File: src/rtl/span_pkg.sv
package span_pkg;
   localparam int HOM_W     = 16;
   localparam int FRAC_W    = 8;
   localparam int CRD_W     = 16;
   localparam int MAX_SHIFT = 5;
   localparam int CNT_W     = 10;
   localparam int SHF_W     = 3;
   localparam int N_HOM     = 3;
   localparam int N_CRD     = 2;

   typedef enum logic [1:0] {
      ST_IDLE,
      ST_LOAD,
      ST_WAIT,
      ST_EMIT
   } span_state_e;

   typedef enum logic [1:0] {
      PH_ORIGIN,
      PH_FIRST_END,
      PH_NEXT_END
   } span_phase_e;
endpackage

File: src/rtl/span_div.sv
module span_div #(
   parameter int NUM_W = 24,
   parameter int DEN_W = 16,
   parameter int QUO_W = 16
) (
   input  logic             clk,
   input  logic             rst_n,
   input  logic             go,
   input  logic [NUM_W-1:0] num,
   input  logic [DEN_W-1:0] den,
   output logic             busy,
   output logic             done,
   output logic [QUO_W-1:0] quo
);
   localparam int UP_W  = NUM_W - QUO_W;
   localparam int CNT_W = $clog2(QUO_W + 1);
   localparam int PRD_W = NUM_W + DEN_W + 1;

   initial begin
      if (UP_W < 1 || UP_W > DEN_W) $fatal(1, "span_div: numerator width out of range");
   end

   logic [DEN_W-1:0] rem_q;
   logic [DEN_W-1:0] den_q;
   logic [QUO_W-1:0] low_q;
   logic [NUM_W-1:0] num_q;
   logic [CNT_W-1:0] cnt_q;
   logic             sat_q;
   logic             done_q;
   logic [DEN_W:0]   trial;
   logic             fits;

   always_comb begin
      trial = {rem_q, low_q[QUO_W-1]};
      fits  = (trial >= {1'b0, den_q});
   end

   always_ff @(posedge clk or negedge rst_n) begin
      if (!rst_n) begin
         rem_q  <= '0;
         den_q  <= '0;
         low_q  <= '0;
         num_q  <= '0;
         cnt_q  <= '0;
         sat_q  <= 1'b0;
         done_q <= 1'b0;
      end else if (go) begin
         rem_q  <= DEN_W'(num[NUM_W-1:QUO_W]);
         low_q  <= num[QUO_W-1:0];
         den_q  <= den;
         num_q  <= num;
         sat_q  <= (DEN_W'(num[NUM_W-1:QUO_W]) >= den);
         cnt_q  <= CNT_W'(QUO_W);
         done_q <= 1'b0;
      end else if (cnt_q != '0) begin
         rem_q  <= fits ? DEN_W'(trial - {1'b0, den_q}) : trial[DEN_W-1:0];
         low_q  <= {low_q[QUO_W-2:0], fits};
         cnt_q  <= cnt_q - 1'b1;
         done_q <= (cnt_q == CNT_W'(1));
      end else begin
         done_q <= 1'b0;
      end
   end

   assign busy = (cnt_q != '0);
   assign done = done_q;
   assign quo  = sat_q ? '1 : low_q;

   // quotient brackets the dividend exactly
   logic [PRD_W-1:0] prod_lo;
   logic [PRD_W-1:0] prod_hi;
   always_comb begin
      prod_lo = PRD_W'(low_q) * PRD_W'(den_q);
      prod_hi = prod_lo + PRD_W'(den_q);
   end

   assert_div_exact_R3: assert property (@(posedge clk) disable iff (!rst_n)
      done && !sat_q |-> (prod_lo <= PRD_W'(num_q)) && (prod_hi > PRD_W'(num_q)));

   assert_div_no_restart_R10: assert property (@(posedge clk) disable iff (!rst_n)
      go |-> !busy);
endmodule

File: src/rtl/span_homog.sv
module span_homog #(
   parameter int HOM_W = 16,
   parameter int POS_W = 11
) (
   input  logic [HOM_W-1:0] base,
   input  logic [HOM_W-1:0] grad,
   input  logic [POS_W-1:0] pos,
   output logic [HOM_W-1:0] val
);
   initial begin
      if (POS_W > HOM_W) $fatal(1, "span_homog: position wider than value");
   end

   // modulo-2^HOM_W evaluation; low product bits match the signed product
   always_comb val = base + grad * HOM_W'(pos);
endmodule

File: src/rtl/span_step.sv
module span_step #(
   parameter int CRD_W     = 16,
   parameter int MAX_SHIFT = 5,
   parameter int SHF_W     = 3
) (
   input  logic             clk,
   input  logic             rst_n,
   input  logic             set_origin,
   input  logic             set_end,
   input  logic             fresh,
   input  logic             advance,
   input  logic [SHF_W-1:0] shift,
   input  logic [CRD_W-1:0] quo,
   output logic [CRD_W-1:0] coord
);
   localparam int ACC_W = CRD_W + MAX_SHIFT;
   localparam logic [SHF_W-1:0] MAXS = SHF_W'(MAX_SHIFT);

   logic [CRD_W-1:0] anchor_q;
   logic [ACC_W-1:0] acc_q;
   logic [ACC_W-1:0] step_q;
   logic [ACC_W-1:0] diff_ext;
   logic [ACC_W-1:0] step_new;
   logic [ACC_W-1:0] anchor_ext;

   always_comb begin
      diff_ext   = ACC_W'(quo) - ACC_W'(anchor_q);
      step_new   = diff_ext << (MAXS - shift);
      anchor_ext = {anchor_q, {MAX_SHIFT{1'b0}}};
   end

   always_ff @(posedge clk or negedge rst_n) begin
      if (!rst_n) begin
         anchor_q <= '0;
         acc_q    <= '0;
         step_q   <= '0;
      end else if (set_origin) begin
         anchor_q <= quo;
      end else if (set_end) begin
         step_q   <= step_new;
         anchor_q <= quo;
         acc_q    <= anchor_ext + (fresh ? ACC_W'(0) : step_new);
      end else if (advance) begin
         acc_q    <= acc_q + step_q;
      end
   end

   assign coord = acc_q[ACC_W-1:MAX_SHIFT];

   // a fresh sub-span starts on the origin value
   assert_fresh_origin_R4: assert property (@(posedge clk) disable iff (!rst_n)
      set_end && fresh |=> coord == $past(anchor_q));
endmodule

File: src/rtl/persp_span_interp.sv
module persp_span_interp
   import span_pkg::*;
#(
   parameter int P_HOM_W     = HOM_W,
   parameter int P_FRAC_W    = FRAC_W,
   parameter int P_CRD_W     = CRD_W,
   parameter int P_MAX_SHIFT = MAX_SHIFT,
   parameter int P_CNT_W     = CNT_W,
   parameter int P_SHF_W     = SHF_W
) (
   input  logic                 clk,
   input  logic                 rst_n,
   input  logic                 span_start,
   input  logic [P_CNT_W-1:0]   span_count,
   input  logic [P_SHF_W-1:0]   sub_shift,
   input  logic [P_HOM_W-1:0]   uw0,
   input  logic [P_HOM_W-1:0]   vw0,
   input  logic [P_HOM_W-1:0]   iw0,
   input  logic [P_HOM_W-1:0]   duw,
   input  logic [P_HOM_W-1:0]   dvw,
   input  logic [P_HOM_W-1:0]   diw,
   output logic                 px_valid,
   input  logic                 px_ready,
   output logic [P_CRD_W-1:0]   px_u,
   output logic [P_CRD_W-1:0]   px_v,
   output logic                 px_last
);
   localparam int POS_W = P_CNT_W + 1;
   localparam int NUM_W = P_HOM_W + P_FRAC_W;
   localparam int SEG_W = P_MAX_SHIFT + 1;
   localparam logic [P_SHF_W-1:0] MAXS = P_SHF_W'(P_MAX_SHIFT);

   initial begin
      if (P_MAX_SHIFT >= P_CNT_W) $fatal(1, "persp_span_interp: sub-span longer than count range");
      if (P_MAX_SHIFT >= (1 << P_SHF_W)) $fatal(1, "persp_span_interp: shift code too narrow");
   end

   span_state_e state_q;
   span_phase_e phase_q;
   logic [P_CNT_W-1:0] count_q;
   logic [P_CNT_W-1:0] pix_q;
   logic [P_SHF_W-1:0] shift_q;
   logic [SEG_W-1:0]   seg_j_q;
   logic [POS_W-1:0]   target_q;
   logic [N_HOM-1:0][P_HOM_W-1:0] base_q;
   logic [N_HOM-1:0][P_HOM_W-1:0] grad_q;

   logic [P_SHF_W-1:0] shift_in;
   logic [SEG_W-1:0]   seg_len;
   logic               at_last;
   logic               div_go;
   logic               div_done;
   logic               set_origin;
   logic               set_end;
   logic               fresh;
   logic               advance;

   logic [N_HOM-1:0][P_HOM_W-1:0] hom;
   logic [N_CRD-1:0][P_CRD_W-1:0] quo;
   logic [N_CRD-1:0][P_CRD_W-1:0] coord;
   logic [N_CRD-1:0]              dv_busy;
   logic [N_CRD-1:0]              dv_done;

   always_comb begin
      shift_in   = (sub_shift > MAXS) ? MAXS : sub_shift;
      seg_len    = SEG_W'(1) << shift_q;
      at_last    = (pix_q == count_q - 1'b1);
      div_go     = (state_q == ST_LOAD);
      div_done   = dv_done[0];
      set_origin = (state_q == ST_WAIT) && div_done && (phase_q == PH_ORIGIN);
      set_end    = (state_q == ST_WAIT) && div_done && (phase_q != PH_ORIGIN);
      fresh      = (phase_q == PH_FIRST_END);
      advance    = (state_q == ST_EMIT) && px_ready && !at_last && (seg_j_q < seg_len);
   end

   // homogeneous evaluators: index 0 = u/w, 1 = v/w, 2 = 1/w
   generate
      for (genvar h = 0; h < N_HOM; h++) begin : g_hom
         span_homog #(.HOM_W(P_HOM_W), .POS_W(POS_W)) u_hom (
            .base (base_q[h]),
            .grad (grad_q[h]),
            .pos  (target_q),
            .val  (hom[h])
         );
      end

      for (genvar c = 0; c < N_CRD; c++) begin : g_crd
         span_div #(.NUM_W(NUM_W), .DEN_W(P_HOM_W), .QUO_W(P_CRD_W)) u_div (
            .clk  (clk),
            .rst_n(rst_n),
            .go   (div_go),
            .num  ({hom[c], {P_FRAC_W{1'b0}}}),
            .den  (hom[2]),
            .busy (dv_busy[c]),
            .done (dv_done[c]),
            .quo  (quo[c])
         );

         span_step #(.CRD_W(P_CRD_W), .MAX_SHIFT(P_MAX_SHIFT), .SHF_W(P_SHF_W)) u_step (
            .clk       (clk),
            .rst_n     (rst_n),
            .set_origin(set_origin),
            .set_end   (set_end),
            .fresh     (fresh),
            .advance   (advance),
            .shift     (shift_q),
            .quo       (quo[c]),
            .coord     (coord[c])
         );
      end
   endgenerate

   always_ff @(posedge clk or negedge rst_n) begin
      if (!rst_n) begin
         state_q  <= ST_IDLE;
         phase_q  <= PH_ORIGIN;
         count_q  <= '0;
         pix_q    <= '0;
         shift_q  <= '0;
         seg_j_q  <= '0;
         target_q <= '0;
         base_q   <= '0;
         grad_q   <= '0;
      end else begin
         unique case (state_q)
            ST_IDLE: begin
               if (span_start && (span_count != '0)) begin
                  count_q  <= span_count;
                  shift_q  <= shift_in;
                  base_q   <= {iw0, vw0, uw0};
                  grad_q   <= {diw, dvw, duw};
                  pix_q    <= '0;
                  target_q <= '0;
                  phase_q  <= PH_ORIGIN;
                  state_q  <= ST_LOAD;
               end
            end
            ST_LOAD: state_q <= ST_WAIT;
            ST_WAIT: begin
               if (div_done) begin
                  unique case (phase_q)
                     PH_ORIGIN: begin
                        phase_q  <= PH_FIRST_END;
                        target_q <= POS_W'(seg_len);
                        state_q  <= ST_LOAD;
                     end
                     PH_FIRST_END: begin
                        phase_q <= PH_NEXT_END;
                        seg_j_q <= '0;
                        state_q <= ST_EMIT;
                     end
                     default: begin
                        seg_j_q <= SEG_W'(1);
                        state_q <= ST_EMIT;
                     end
                  endcase
               end
            end
            ST_EMIT: begin
               if (px_ready) begin
                  if (at_last) begin
                     state_q <= ST_IDLE;
                  end else begin
                     pix_q <= pix_q + 1'b1;
                     if (seg_j_q < seg_len) begin
                        seg_j_q <= seg_j_q + 1'b1;
                     end else begin
                        target_q <= POS_W'(pix_q) + POS_W'(seg_len);
                        state_q  <= ST_LOAD;
                     end
                  end
               end
            end
            default: state_q <= ST_IDLE;
         endcase
      end
   end

   assign px_valid = (state_q == ST_EMIT);
   assign px_u     = coord[0];
   assign px_v     = coord[1];
   assign px_last  = px_valid && at_last;

   assert_hold_R9: assert property (@(posedge clk) disable iff (!rst_n)
      px_valid && !px_ready |=> px_valid && $stable(px_u) && $stable(px_v) && $stable(px_last));

   assert_quiet_divide_R10: assert property (@(posedge clk) disable iff (!rst_n)
      dv_busy[0] |-> !px_valid);

   assert_lockstep_R10: assert property (@(posedge clk) disable iff (!rst_n)
      (dv_done[0] == dv_done[1]) && (dv_busy[0] == dv_busy[1]));

   assert_last_end_R8: assert property (@(posedge clk) disable iff (!rst_n)
      px_valid && px_ready && px_last |=> !px_valid);

   assert_pix_range_R8: assert property (@(posedge clk) disable iff (!rst_n)
      px_valid |-> pix_q < count_q);

   assert_start_ignored_R2: assert property (@(posedge clk) disable iff (!rst_n)
      (state_q != ST_IDLE) && span_start |=> $stable(count_q) && $stable(shift_q));
endmodule

File: config.mk
export PLATFORM = sky130hd
export DESIGN_NAME = persp_span_interp
export DESIGN_NICKNAME = d
export VERILOG_FILES = /design/src/rtl/span_pkg.sv /design/src/rtl/span_div.sv /design/src/rtl/span_homog.sv /design/src/rtl/span_step.sv /design/src/rtl/persp_span_interp.sv
export SDC_FILE = /design/constraint.sdc
export NUM_CORES = 2
export LEC_CHECK = 0
export BUFFER_PORTS_ARGS = -buffer_cell sky130_fd_sc_hd__buf_2
export CAP_MARGIN = 20
export CORE_AREA = 2 2 258 260
export CTS_CLUSTER_DIAMETER = 80
export DETAILED_ROUTE_END_ITERATION = 12
export DIE_AREA = 0 0 260 262
export PLACE_DENSITY_LB_ADDON = 0.25
export SLEW_MARGIN = 20
export SYNTH_ARGS = -nofsm -noshare
export SYNTH_HDL_FRONTEND = slang
export SYNTH_HIERARCHICAL = 1
export SYNTH_SLANG_ARGS = --single-unit
File: constraint.sdc
create_clock -name clk -period 7.85 [get_ports clk]
set_clock_uncertainty 0.05 [all_clocks]
set_input_delay 1.1775 -clock clk [delete_from_list [all_inputs] [get_ports clk]]
set_output_delay 1.1775 -clock clk [all_outputs]
set_load 0.01 [all_outputs]
== After elaboration in Yosys (flattened, before gate mapping) ==
Cells that the tools add are included.
Storage, ports and cells
  flip-flop bits (word level): 349
  bits of input ports: 113
  output and inout bits: 34
Operators by class
  $add $sub $neg: 18
  reduce and logical (&&, ||, !) cells: 31
  multipliers: 3
  $lt $le $gt $ge: 6
  equal/unequal tests: 16
  muxes and demuxes: 57
  shift operators: 3
  bitwise logic cells: 1
Operator list (count)
  16-bit 2-to-1 mux: 16
  21-bit 2-to-1 mux: 6
  21-bit adder: 4
  11-bit 2-to-1 mux: 6
  16-bit adder: 3
  16-bit by 11-bit multiplier with 16-bit output: 3
  21-bit by 3-bit << shifter with 21-bit output: 2
  17-bit by 16-bit >= comparator with 1-bit output: 2
  16-bit by 16-bit subtractor with 17-bit output: 2
  11-bit case mux with 3 select lines: 1
  8-bit by 16-bit >= comparator with 1-bit output: 2
  16-bit subtractor: 2
  10-bit 2-to-1 mux: 3
  6-bit 2-to-1 mux: 4
  6-bit case mux with 2 select lines: 2
  5-bit 2-to-1 mux: 4
  10-bit case mux with 2 select lines: 1
  2-bit 2-to-1 mux: 8
  2-bit nonzero test: 8
  4-bit AND reduction: 3
  10-bit by 6-bit adder with 11-bit output: 1
  10-bit by 1-bit adder with 10-bit output, second input constant: 1
  10-bit equality test: 1
  2-bit inequality test, second input constant: 5
  27 further kinds: 45

== Depth between registers and ports, before layout ==
  word-level depth: 7
  gate-level depth with buffers: 26
  gate-level depth less buffers: 26

== By module ==
The synthesis kept the hierarchy.
Modules (own cells, without submodules)
  persp_span_interp: instances 1, area an instance 6725.2 sq um, cells each 768
  span_step (g_crd[0].u_step): instances 1, area an instance 5566.6 sq um, cells each 671
  span_step (g_crd[1].u_step): instances 1, area an instance 5519.0 sq um, cells each 657
  span_homog (g_hom[1].u_hom): instances 1, area an instance 3903.7 sq um, cells each 478
  span_homog (g_hom[2].u_hom): instances 1, area an instance 3877.5 sq um, cells each 477
  span_homog (g_hom[0].u_hom): instances 1, area an instance 3852.4 sq um, cells each 472
  span_div (g_crd[1].u_div): instances 1, area an instance 3836.2 sq um, cells each 430
  span_div (g_crd[0].u_div): instances 1, area an instance 3692.3 sq um, cells each 410

== Least setup slack after synthesis ==
Ideal clock, no wire load.
  path kind: register to register
  start point: reg target_q[4]
  end point: reg g_crd[1].u_div.sat_q
  setup slack: 2075 ps
  required time: 7679 ps
  arrival time: 5604 ps
  buffers on the path: 1
  clock period less this slack: 5775 ps
  library setup time: 121 ps
  cell stages (with the launch flop): 22
  cell sequence: dfrtp_1 -> clkbuf_1 -> nand2_1 -> fa_1 -> fa_1 -> inv_1 -> fa_1 -> fa_1 -> inv_1 -> fa_1 -> inv_1 -> ha_1 -> a21o_1 -> a21o_1 -> a21oi_1 -> nor2_1 -> a311oi_1 -> nand3_1 -> ha_1 -> a211oi_1 -> o21ai_0 -> a22o_1
RTL lines
  start: declaration: RTL line persp_span_interp.sv:44  | logic [POS_W-1:0] target_q;
  start signal: assignment: RTL line persp_span_interp.sv:144  | target_q <= POS_W'(seg_len);
  start signal: assignment: RTL line persp_span_interp.sv:168  | target_q <= POS_W'(pix_q) + POS_W'(seg_len);
  end signal: assignment: RTL line span_div.sv:52  | sat_q <= (DEN_W'(num[NUM_W-1:QUO_W]) >= den);
  end: declaration: RTL line span_div.sv:28  | logic sat_q;

==> results.cfg <==
[drt]
drt_iter0_drc = 1939
viasPerCell = 5.50
antenna_left = 0
wl_per_cell_um = 16.3
num_vias = 29100
wirelength_um = 86200
firstDrtPassIters = 6
drc_errors = 0

[die]
ios = 147
coreArea_um2 = 65300
placementRows = 94
die_area_um2 = 68100
die_y_um = 262
fp.dieW_um = 260
start_util_pct = 56.6

[worst_hold_path]
hp-class = flip-flop to flip-flop

[grt]
grt_max_degree = 154
globalRoute.totalOverflow = 0
track_usage_pct = 25.9
grt_pass1_wl_um = 145000
antenna_found_initial = 2
grt_pass1_vias = 28800

[sta]
relSlewSlack_pct = 28.6
fin_crit_ns = 6.61
tightest_slew_ns = 1.07
fin_setup_tns_ns = 0
clock.fmax_mhz = 151
setup_violations = 0
final_max_slew_viol_count = 0
period_share_pct = 84.2
rsz0062_at_grt = false
hold_viol_final = 0

[setup_path]
worstSetupStartpointType = flip-flop
critPathCaptureType = flip-flop
cp.required_ns = 8.32
path_max_fanout = 24
crit_arrival_ns = 7.08
crit_type = flip-flop to flip-flop

[cts]
cts.reportedPaths.clkPinSlew_ns = 0.06
clock_path_buffers = 3
cts_tree = yes
cts_resized = 0
htree_num_levels = 2
worstSkewPairLatency_ns = 0.59
cts-root-buf = clkbuf_16
clock-sinks = 365
postCtsSetupRepairBufs = 0
ctsHoldBuffers = 0
cts_buffers = 45

[finish]
drive_gt1_share_pct = 9.87
design_area_um2 = 39700
area_growth_pct = 7.56
nets = 5050
fillerInstances = 5855

[place]
port_buffers = 146
place_congestion = 0.886
dp_hpwl_um = 64600
place_area_um2 = 38100

[job]
cap_violations = 0

[synth]
synth_area_um2 = 36900
yosysWarnings = 6
syn_inst = 4360
avgSynthCellArea_um2 = 8.47

[status]
status = complete, no violations
## sequential cells by signal, indices dropped and copies added (netlist names), 11 cells and up
| signal | cells |
|---|---|
| g_crd.u_step/anchor_q | 32 |
| g_crd.u_step/step_q | 42 |
| base_q | 48 |
| g_crd.u_step/acc_q | 42 |
| g_crd.u_div/den_q | 32 |
| g_crd.u_div/rem_q | 32 |
| target_q | 11 |
| grad_q | 48 |
| g_crd.u_div/low_q | 32 |
## metal layers
metal	vias up	GRT usage (%)	wire [µm]
met4	2	6.94	2000
met1	14100	35.9	39700
li1	14300	-	-
met5	-	0	13
met2	659	42.8	40400
met3	126	3.40	4120
## layout make-up
cell class / count / area, µm² / area share (%)
Antenna cell: 1 / 2.50 / 0.00630
Timing Repair Buffer: 179 / 1010 / 2.55
Tap cell: 864 / 1080 / 2.72
Inverter: 601 / 2260 / 5.68
Clock buffer: 65 / 1320 / 3.33
Clock inverter: 18 / 323 / 0.813
Multi-Input combinational cell: 3198 / 24600 / 61.9
Sequential cell: 365 / 9140 / 23.0
## metrics by stage
step | util [%] | setup WS (ns) | hold slack, ns | cells
after global routing | 60.8 | 0.737 | 0.447 | 5290
after floorplan | - | 2.08 | 0.390 | 4375
final | 60.8 | 1.24 | 0.420 | 5291
after detailed placement | 58.3 | 1.25 | 0.412 | 5207
after CTS | 60.8 | 1.24 | 0.426 | 5290
after global placement | 58.3 | 1.41 | 0.410 | 5207
## worst paths after layout
check,from,to,slack (ns),depth (start not counted)
min in group asynchronous,rst_n,g_crd[0].u_step/acc_q[10],0.53,1
setup / recovery,target_q[2],g_crd[1].u_div/sat_q,1.24,19
setup reg to reg,target_q[2],g_crd[1].u_div/sat_q,1.24,19
hold / removal,base_q[27],base_q[27],0.42,2
max in group asynchronous,rst_n,base_q[46],5.85,2
hold reg to reg,base_q[27],base_q[27],0.42,2
## critical path, cell delays in order, from the launching register on
cell and delay (ns):
dfrtp_1 0.91, buf_4 0.41, and2_1 0.19, fa_1 0.40, inv_1 0.08, fa_1 0.44
fa_1 0.48, fa_1 0.53, fa_1 0.46, xor2_1 0.21, xnor2_1 0.16, xnor2_1 0.14
xnor3_1 0.42, xnor2_1 0.32, xnor2_1 0.18, ha_1 0.31, nor2_1 0.03, or4_1 0.45
nor4_1 0.19, a22o_1 0.16
## cells in the final DEF, fill, tap and decap left out, drive strengths merged, types with 14 or more instances in the layout
cell,count
dfrtp,365
buf,179
o21ai,275
o31ai,29
a21oi,173
or3,31
xnor2,142
nor3,49
nor2b,28
o21a,31
o21bai,21
mux2i,94
o211ai,20
a31oi,18
xor2,55
nand2,847
ha,271
and3,14
inv,601
clkbuf,65
a21o,56
conb,16
nand2b,47
a211oi,50
fa,276
or2,40
mux2,42
nand3,47
and2,112
nor2,200
Power is not shown: default switching activity piles up to over one toggle a cycle in this logic, so the estimate is an artifact.
